[src/rtl/dac_cmd_pkg.sv]
package dac_cmd_pkg;

    typedef enum logic [3:0] {
        OP_NOP,
        OP_WCLR,
        OP_SCLR,
        OP_PD,
        OP_PU,
        OP_MON,
        OP_CTL_WR,
        OP_CTL_RD,
        OP_SRST,
        OP_CH_WR,
        OP_CH_RD,
        OP_IGN
    } op_e;

    typedef enum logic [1:0] {
        ST_IDLE,
        ST_EXEC,
        ST_HOLD
    } st_e;

    localparam logic [4:0] CODE_NOP  = 5'b00000;
    localparam logic [4:0] CODE_WCLR = 5'b00001;
    localparam logic [4:0] CODE_SCLR = 5'b00010;
    localparam logic [4:0] CODE_PD   = 5'b01000;
    localparam logic [4:0] CODE_PU   = 5'b01001;
    localparam logic [4:0] CODE_MON  = 5'b01010;
    localparam logic [4:0] CODE_CTL  = 5'b01100;
    localparam logic [4:0] CODE_SRST = 5'b01111;

    localparam logic [1:0] SEL_CMD  = 2'b00;
    localparam logic [1:0] SEL_GAIN = 2'b01;
    localparam logic [1:0] SEL_OFFS = 2'b10;
    localparam logic [1:0] SEL_DATA = 2'b11;

endpackage

[src/rtl/dac_cmd_decode.sv]
module dac_cmd_decode
    import dac_cmd_pkg::*;
#(
    parameter int AW = 5
) (
    input  logic          rw,
    input  logic [1:0]    sel,
    input  logic [AW-1:0] addr,
    output op_e           op
);

    always_comb begin
        op = OP_IGN;
        if (sel != SEL_CMD) begin
            op = rw ? OP_CH_RD : OP_CH_WR;
        end else begin
            case (addr)
                CODE_NOP:  op = OP_NOP;
                CODE_WCLR: op = OP_WCLR;
                CODE_SCLR: op = OP_SCLR;
                CODE_PD:   op = OP_PD;
                CODE_PU:   op = OP_PU;
                CODE_MON:  op = OP_MON;
                CODE_CTL:  op = rw ? OP_CTL_RD : OP_CTL_WR;
                CODE_SRST: op = OP_SRST;
                default:   op = OP_IGN;
            endcase
        end
    end

endmodule

[src/rtl/dac_cmd_fsm.sv]
module dac_cmd_fsm
    import dac_cmd_pkg::*;
#(
    parameter int T_SHORT = 2,
    parameter int T_CLR   = 35,
    parameter int T_PU    = 8,
    parameter int T_RST   = 135
) (
    input  logic clk,
    input  logic rst_n,
    input  logic cmd_valid,
    input  op_e  op_in,
    output logic idle,
    output logic accept,
    output logic exec
);

    localparam int T_M1  = (T_SHORT > T_CLR) ? T_SHORT : T_CLR;
    localparam int T_M2  = (T_PU > T_RST) ? T_PU : T_RST;
    localparam int T_MAX = (T_M1 > T_M2) ? T_M1 : T_M2;
    localparam int CW    = $clog2(T_MAX + 1);

    st_e           st_q, st_d;
    logic [CW-1:0] cnt_q, cnt_d;
    logic [CW-1:0] dur;

    always_comb begin
        unique case (op_in)
            OP_SCLR: dur = CW'(T_CLR);
            OP_PU:   dur = CW'(T_PU);
            OP_SRST: dur = CW'(T_RST);
            default: dur = CW'(T_SHORT);
        endcase
    end

    // next state
    always_comb begin
        st_d  = st_q;
        cnt_d = cnt_q;
        unique case (st_q)
            ST_IDLE: begin
                if (cmd_valid) begin
                    st_d  = ST_EXEC;
                    cnt_d = dur - CW'(1);
                end
            end
            ST_EXEC, ST_HOLD: begin
                if (cnt_q == '0) begin
                    st_d = ST_IDLE;
                end else begin
                    st_d  = ST_HOLD;
                    cnt_d = cnt_q - CW'(1);
                end
            end
            default: st_d = ST_IDLE;
        endcase
    end

    // state register
    always_ff @(posedge clk) begin
        if (!rst_n) begin
            st_q  <= ST_IDLE;
            cnt_q <= '0;
        end else begin
            st_q  <= st_d;
            cnt_q <= cnt_d;
        end
    end

    // outputs
    always_comb begin
        idle   = (st_q == ST_IDLE);
        exec   = (st_q == ST_EXEC);
        accept = idle && cmd_valid;
    end

endmodule

[src/rtl/dac_chan_regs.sv]
module dac_chan_regs
    import dac_cmd_pkg::*;
#(
    parameter int NCH = 32,
    parameter int DW  = 12,
    parameter int AW  = 5
) (
    input  logic          clk,
    input  logic          rst_n,
    input  logic          wr_en,
    input  logic [1:0]    wr_sel,
    input  logic [AW-1:0] wr_addr,
    input  logic [DW-1:0] wr_data,
    input  logic          clr_all,
    input  logic [DW-1:0] clr_code,
    input  logic          rst_all,
    input  logic [1:0]    rd_sel,
    input  logic [AW-1:0] rd_addr,
    output logic [DW-1:0] rd_word
);

    logic [NCH-1:0][DW-1:0] gain_w;
    logic [NCH-1:0][DW-1:0] offs_w;
    logic [NCH-1:0][DW-1:0] data_w;

    for (genvar g = 0; g < NCH; g++) begin : g_ch
        logic          hit;
        logic [DW-1:0] gain_q, offs_q, data_q;

        assign hit = wr_en && (wr_addr == AW'(g));

        always_ff @(posedge clk) begin
            if (!rst_n || rst_all) begin
                gain_q <= {DW{1'b1}};
                offs_q <= '0;
                data_q <= '0;
            end else begin
                if (hit && wr_sel == SEL_GAIN) gain_q <= wr_data;
                if (hit && wr_sel == SEL_OFFS) offs_q <= wr_data;
                if (clr_all)                        data_q <= clr_code;
                else if (hit && wr_sel == SEL_DATA) data_q <= wr_data;
            end
        end

        assign gain_w[g] = gain_q;
        assign offs_w[g] = offs_q;
        assign data_w[g] = data_q;
    end

    always_comb begin
        rd_word = '0;
        if (int'(rd_addr) < NCH) begin
            unique case (rd_sel)
                SEL_GAIN: rd_word = gain_w[rd_addr];
                SEL_OFFS: rd_word = offs_w[rd_addr];
                SEL_DATA: rd_word = data_w[rd_addr];
                default:  rd_word = '0;
            endcase
        end
    end

endmodule

[src/rtl/dac_cmd_ctrl.sv]
module dac_cmd_ctrl
    import dac_cmd_pkg::*;
#(
    parameter int NCH     = 32,
    parameter int DW      = 12,
    parameter int T_SHORT = 2,
    parameter int T_CLR   = 35,
    parameter int T_PU    = 8,
    parameter int T_RST   = 135
) (
    input  logic          clk,
    input  logic          rst_n,
    input  logic          cmd_valid,
    input  logic          cmd_rw,
    input  logic [1:0]    cmd_sel,
    input  logic [4:0]    cmd_addr,
    input  logic [DW-1:0] cmd_data,
    input  logic          clr_in_n,
    input  logic          pwr_dn_in,
    output logic          busy_n,
    output logic          cmd_drop,
    output logic          powered_down,
    output logic          rd_valid,
    output logic [DW-1:0] rd_data,
    output logic          chw_valid,
    output logic [1:0]    chw_sel,
    output logic [4:0]    chw_addr,
    output logic [DW-1:0] chw_data,
    output logic          mon_req,
    output logic [4:0]    mon_chan
);

    localparam int AW    = 5;
    localparam int T_M1  = (T_SHORT > T_CLR) ? T_SHORT : T_CLR;
    localparam int T_M2  = (T_PU > T_RST) ? T_PU : T_RST;
    localparam int T_MAX = (T_M1 > T_M2) ? T_M1 : T_M2;

    op_e           op_in, cur_op;
    logic          cur_rw;
    logic [1:0]    cur_sel;
    logic [AW-1:0] cur_addr;
    logic [DW-1:0] cur_data;
    logic          idle, accept, exec;
    logic          pd_soft, lock;
    logic [DW-1:0] clr_code, ctrl_q, rb_q, rd_word;
    logic          rf_wr, rf_clr, rf_rst;

    dac_cmd_decode #(.AW(AW)) u_dec (
        .rw   (cmd_rw),
        .sel  (cmd_sel),
        .addr (cmd_addr),
        .op   (op_in)
    );

    dac_cmd_fsm #(
        .T_SHORT (T_SHORT),
        .T_CLR   (T_CLR),
        .T_PU    (T_PU),
        .T_RST   (T_RST)
    ) u_fsm (
        .clk       (clk),
        .rst_n     (rst_n),
        .cmd_valid (cmd_valid),
        .op_in     (op_in),
        .idle      (idle),
        .accept    (accept),
        .exec      (exec)
    );

    assign lock   = pd_soft || pwr_dn_in;
    assign rf_wr  = exec && !lock && (cur_op == OP_CH_WR);
    assign rf_rst = exec && !lock && (cur_op == OP_SRST);
    assign rf_clr = !lock && ((exec && cur_op == OP_SCLR) || !clr_in_n);

    dac_chan_regs #(.NCH(NCH), .DW(DW), .AW(AW)) u_regs (
        .clk      (clk),
        .rst_n    (rst_n),
        .wr_en    (rf_wr),
        .wr_sel   (cur_sel),
        .wr_addr  (cur_addr),
        .wr_data  (cur_data),
        .clr_all  (rf_clr),
        .clr_code (clr_code),
        .rst_all  (rf_rst),
        .rd_sel   (cur_sel),
        .rd_addr  (cur_addr),
        .rd_word  (rd_word)
    );

    // command capture
    always_ff @(posedge clk) begin
        if (!rst_n) begin
            cur_op   <= OP_NOP;
            cur_rw   <= 1'b0;
            cur_sel  <= '0;
            cur_addr <= '0;
            cur_data <= '0;
        end else if (accept) begin
            cur_op   <= op_in;
            cur_rw   <= cmd_rw;
            cur_sel  <= cmd_sel;
            cur_addr <= cmd_addr;
            cur_data <= cmd_data;
        end
    end

    // special-function state
    always_ff @(posedge clk) begin
        if (!rst_n) begin
            pd_soft  <= 1'b0;
            clr_code <= '0;
            ctrl_q   <= '0;
            rb_q     <= '0;
        end else if (exec) begin
            unique case (cur_op)
                OP_PD:     pd_soft <= 1'b1;
                OP_PU:     pd_soft <= 1'b0;
                OP_WCLR:   if (!lock) clr_code <= cur_data;
                OP_CTL_WR: if (!lock) ctrl_q <= cur_data;
                OP_SRST: begin
                    if (!lock) begin
                        clr_code <= '0;
                        ctrl_q   <= '0;
                    end
                end
                OP_CTL_RD: rb_q <= ctrl_q;
                OP_CH_RD:  rb_q <= rd_word;
                default:   ;
            endcase
        end
    end

    // registered outputs
    always_ff @(posedge clk) begin
        if (!rst_n) begin
            cmd_drop  <= 1'b0;
            rd_valid  <= 1'b0;
            rd_data   <= '0;
            chw_valid <= 1'b0;
            chw_sel   <= '0;
            chw_addr  <= '0;
            chw_data  <= '0;
            mon_req   <= 1'b0;
            mon_chan  <= '0;
        end else begin
            cmd_drop  <= cmd_valid && !idle;
            rd_valid  <= exec && (cur_op == OP_NOP);
            chw_valid <= rf_wr && !cur_rw;
            mon_req   <= exec && (cur_op == OP_MON);
            if (exec && cur_op == OP_NOP) rd_data <= rb_q;
            if (rf_wr) begin
                chw_sel  <= cur_sel;
                chw_addr <= cur_addr;
                chw_data <= cur_data;
            end
            if (exec && cur_op == OP_MON) mon_chan <= cur_data[4:0];
        end
    end

    assign busy_n       = idle;
    assign powered_down = lock;

endmodule

[config.mk]
export PLATFORM = sky130hd
export DESIGN_NAME = dac_cmd_ctrl
export DESIGN_NICKNAME = d
export VERILOG_FILES = /design/src/rtl/dac_cmd_pkg.sv /design/src/rtl/dac_cmd_decode.sv /design/src/rtl/dac_cmd_fsm.sv /design/src/rtl/dac_chan_regs.sv /design/src/rtl/dac_cmd_ctrl.sv
export SDC_FILE = /design/constraint.sdc
export NUM_CORES = 2
export LEC_CHECK = 0
export BUFFER_PORTS_ARGS = -buffer_cell sky130_fd_sc_hd__buf_2
export CAP_MARGIN = 15
export CORE_ASPECT_RATIO = 1.5
export CORE_MARGIN = 8
export CORE_UTILIZATION = 54
export DETAILED_ROUTE_END_ITERATION = 7
export PLACE_DENSITY_LB_ADDON = 0.08
export REMOVE_ABC_BUFFERS = 1
export SLEW_MARGIN = 20
export SYNTH_ARGS = -nofsm -noshare
export SYNTH_HDL_FRONTEND = slang
export SYNTH_SLANG_ARGS = --single-unit
[constraint.sdc]
create_clock -name clk -period 2.6 [get_ports clk]
set_clock_uncertainty 0.1 [all_clocks]
set_input_delay 0.52 -clock clk [delete_from_list [all_inputs] [get_ports clk]]
set_output_delay 0.52 -clock clk [all_outputs]
set_load 0.01 [all_outputs]
==> impl_results.md <==
- Post-synth EDFFs: 0
- WP data required: 3.10 ns
- Final worst path period need: 2.717 ns
- Die area: 111800 µm²
- VDD IR-drop max: 0.0005855 V
- PortBufs: 66
- Syn Inst Count: 6220
- Synth warn: 0
- CP Depth: 9
- Outcome: finished, violations left
- Initial Utilization: 0.5423
- CTS Buf Count: 118
- Sw Share: 0.2677
- CTS tree: built
- WP data arrival: 3.22 ns
- Largest net degree at the start of global routing: 203
- Period utilization: 1.045
- Area grow syn2layout: 21.34%
- Cell Pwr Density: 663.6 nW/µm²
- Max_slew headroom: 0.3820
- Routed wire per std cell: 24.92 µm
- Max Cap Viol: 0
- Share of cells above drive strength 1: 0.2031
- CP delay by family, top: multiplexers
- Die width: 275.7 µm
- Synth area leader: dfxtp_1
- Max Fclk: 0.3681 GHz
- DRT iter0 DRCs: 5016
- Post-synthesis cell type count: 69
- Crit path largest cell delay: 0.52 ns
- Max Slew Vio Count: 0
- Simple-Gate Fraction of Synth Area: 0.2044
- First-pass DRT Iterations: 7
- Clock sink total: 1263
- Mapped Avg Cell Area: 8.783 µm²
- Hold WC Path Type: in -> reg
- Worst-skew pair later-pin latency: 0.73 ns
- Filler cell count: 8337
- Mux share of post-synthesis cell area: 0.1434
- Final Util: 0.6581
- Top cell by count, worst path: buf_12
- RSZ-0062 raised after global routing: true
- Startpoint types: flip-flop
- Crit-path max FO: 8
- Synth Flop Type: dfxtp_1
- IO Pins: 67
- Core ar.: 100700 µm²
- Crit path kind: reg -> reg
- Slew @ Worst Pin: 0.9269 ns
- Post-synthesis adder-cell area fraction: 0.0009161
- Slack of the critical path: -0.1170 ns
- WP buf/inv: 4
- Nets@finish: 6458
- Global-route wire length before repair: 290500 µm
- Largest family of logic cells by synthesized area: simple AND/OR/NAND/NOR gates
- Max Root-Sink Buffers: 3
- Xor and xnor area share after synthesis: 0.0003206
- Crit path capture type: flip-flop
- Via Count: 48720
- CTS root buf: clkbuf_16
- Worst hold path depth: 3
- H-tree depth: 3
- Count leader, synth: nand2_1
- Reg clk slew, reported paths: 0.07 ns
- Final setup viols: 9
- Internal: 32.22 mW
- Vias in the first global route: 46720
- DP Wirelength: 129600 µm
- Post-synth top cells: nand2_1, dfxtp_1, nand3_1, nor2_1, a211oi_1
- Die H: 405.6 µm
- Initial antenna violation count: 6
- Via-to-Cell Ratio: 6.220
- GRT overflow: 0
- Critical Path, Cell by Cell: buf_12, buf_16, buf_12, buf_8, mux4_2, mux2_4, a221o_1, nand4_1, nand3_1
- Psw: 11.78 mW
- Reg2reg path depth: 9
- Total Routing Usage GR: 0.3378
- Clk pwr share: 0.403
- #FFs+latches synth: 1263
- Post-synthesis compound-gate area fraction: 0.1332
- Sequential power share: 0.463
- Dpl ws: -0.5230 ns
- Ys async rst share: 0
- Hold Vio Cnt, Final: 0
- Post-synthesis sequential area ratio: 0.4628
- Synth area leaders: dfxtp_1, nand2_1, mux4_2
- Final wirelength: 195200 µm
- Power Total: 43.99 mW
- Critical-path top delay cell: mux4_2
- Post-route ant nets: 0
- DRC violations left: 0
- Yosys top cell area share: 0.4628
- Gate power share: 0.134
- Placer congestion estimate: 0.9425
- Synthesized area: 54630 µm²
- Rows: 143
- Leak: 25.13 nW
- Failing checks: setup timing
-- kinds of logic (layout without fill, tap and decap cells) --
kind of cell	after synthesis	in the layout
xor+xnor	2	2
mux	515	515
simple gates	2655	2656
buf+inv	661	965
compound gates	1120	1120
fa+ha+maj	4	4
flops	1263	1263
other cells	0	3
-- tightest hold or removal path, stage by stage --
cell and delay, ns:
buf_2 0.20, nand2_1 0.10, nor2_1 0.03
-- flip-flops by register name (all words and copies together) (netlist names), 2 cells and up --
signal / count
cur_addr: 5
clr_code: 12
cur_sel: 2
u_fsm.cnt_q: 8
rd_data: 12
u_fsm.st_q: 2
u_regs.g_ch.gain_q: 384
cur_data: 12
u_regs.g_ch.data_q: 384
chw_data: 12
mon_chan: 5
cur_op: 4
rb_q: 12
u_regs.g_ch.offs_q: 384
ctrl_q: 12
chw_addr: 5
chw_sel: 2
-- power by group through the flow --
| stage | combinational [mW] | sequential [mW] | clock, mW |
|---|---|---|---|
| floorplan | 2.97 | 21.1 | 0 |
| global placement | 5.30 | 20.8 | 0 |
| detailed placement | 5.35 | 20.8 | 0 |
| CTS | 5.64 | 20.3 | 17.9 |
| global route | 6.17 | 20.4 | 18.7 |
| finish | 5.90 | 20.4 | 17.7 |
-- cell type report --
| class | instances | area [µm²] | share of cell area |
|---|---|---|---|
| Clock inverter | 38 | 342.8 | 0.005172 |
| Inverter | 10 | 42.54 | 0.0006418 |
| Antenna cell | 3 | 7.507 | 0.0001133 |
| Clock buffer | 178 | 3602 | 0.05434 |
| Timing Repair Buffer | 739 | 8008 | 0.1208 |
| Tap cell | 1305 | 1633 | 0.02463 |
| Multi-Input combinational cell | 4297 | 27300 | 0.4118 |
| Sequential cell | 1263 | 25360 | 0.3825 |
-- per-stage QoR --
step	instance area (µm²)	hold WS (ns)	setup TNS (ns)	cells
after CTS	65590	0.03244	-0.3229	7800
final	66290	0.07336	-0.4263	7833
after floorplan	51660	0.3011	-	5569
after detailed placement	60490	0.3176	-28.48	7532
after global placement	60490	0.3199	-24.75	7532
after global routing	66290	0.06805	-0.8092	7832
-- cells in the final DEF (no fill, tap or decap), types with 8 or more instances in the layout --
| master | Yosys | layout |
|---|---|---|
| a211oi_2 | 0 | 13 |
| a21oi_1 | 403 | 397 |
| clkbuf_16 | 0 | 127 |
| dfxtp_4 | 0 | 17 |
| mux2i_4 | 0 | 14 |
| o21ai_0 | 80 | 76 |
| o221ai_1 | 37 | 31 |
| o211ai_1 | 8 | 8 |
| nor3_1 | 21 | 18 |
| a22oi_1 | 49 | 48 |
| mux2_2 | 10 | 9 |
| o21ai_2 | 30 | 32 |
| a22o_1 | 12 | 12 |
| nand3_1 | 656 | 651 |
| nand4_1 | 15 | 15 |
| buf_16 | 0 | 8 |
| nand2_1 | 1279 | 1271 |
| dfxtp_1 | 1263 | 1240 |
| clkbuf_8 | 0 | 36 |
| buf_6 | 11 | 32 |
| nor2_1 | 608 | 598 |
| mux2i_1 | 294 | 273 |
| nor3_4 | 2 | 8 |
| mux4_2 | 204 | 204 |
| nand2b_1 | 8 | 8 |
| a211oi_1 | 406 | 392 |
| dlygate4sd3_1 | 0 | 17 |
| buf_12 | 0 | 168 |
| clkbuf_1 | 383 | 21 |
| nor2_4 | 3 | 11 |
| buf_4 | 61 | 434 |
| buf_2 | 170 | 66 |
| o22ai_1 | 36 | 34 |
| clkinv_2 | 0 | 28 |
-- routing by layer --
layer  up-vias  GRT usage  share of wire
li1      22230          -              -
met1     23630     0.3871           0.36
met2      2203     0.5606           0.48
met3       655    0.05372          0.073
met4         2     0.2623          0.086
met5         -          0       0.000051
-- timing repair --
item                                    4_1_cts  5_1_grt
endpoints found under the setup margin      412      457
setup buffers                                30       30
hold buffers                                 17        0
resized for setup                           116       84
endpoints found under the hold margin        18        0
pin swaps                                    19       31
gates cloned                                  6        6
-- worst paths after layout --
| kind | startpoint | endpoint | slack, ns |
|---|---|---|---|
| setup / recovery | cur_addr[0] | rb_q[1] | -0.12 |
| hold / removal | rst_n | cmd_drop | 0.07 |
| setup reg to reg | cur_addr[0] | rb_q[1] | -0.12 |
| hold reg to reg | cur_rw | chw_valid | 0.33 |
No activity file was read; power rests on OpenSTA's default activity.
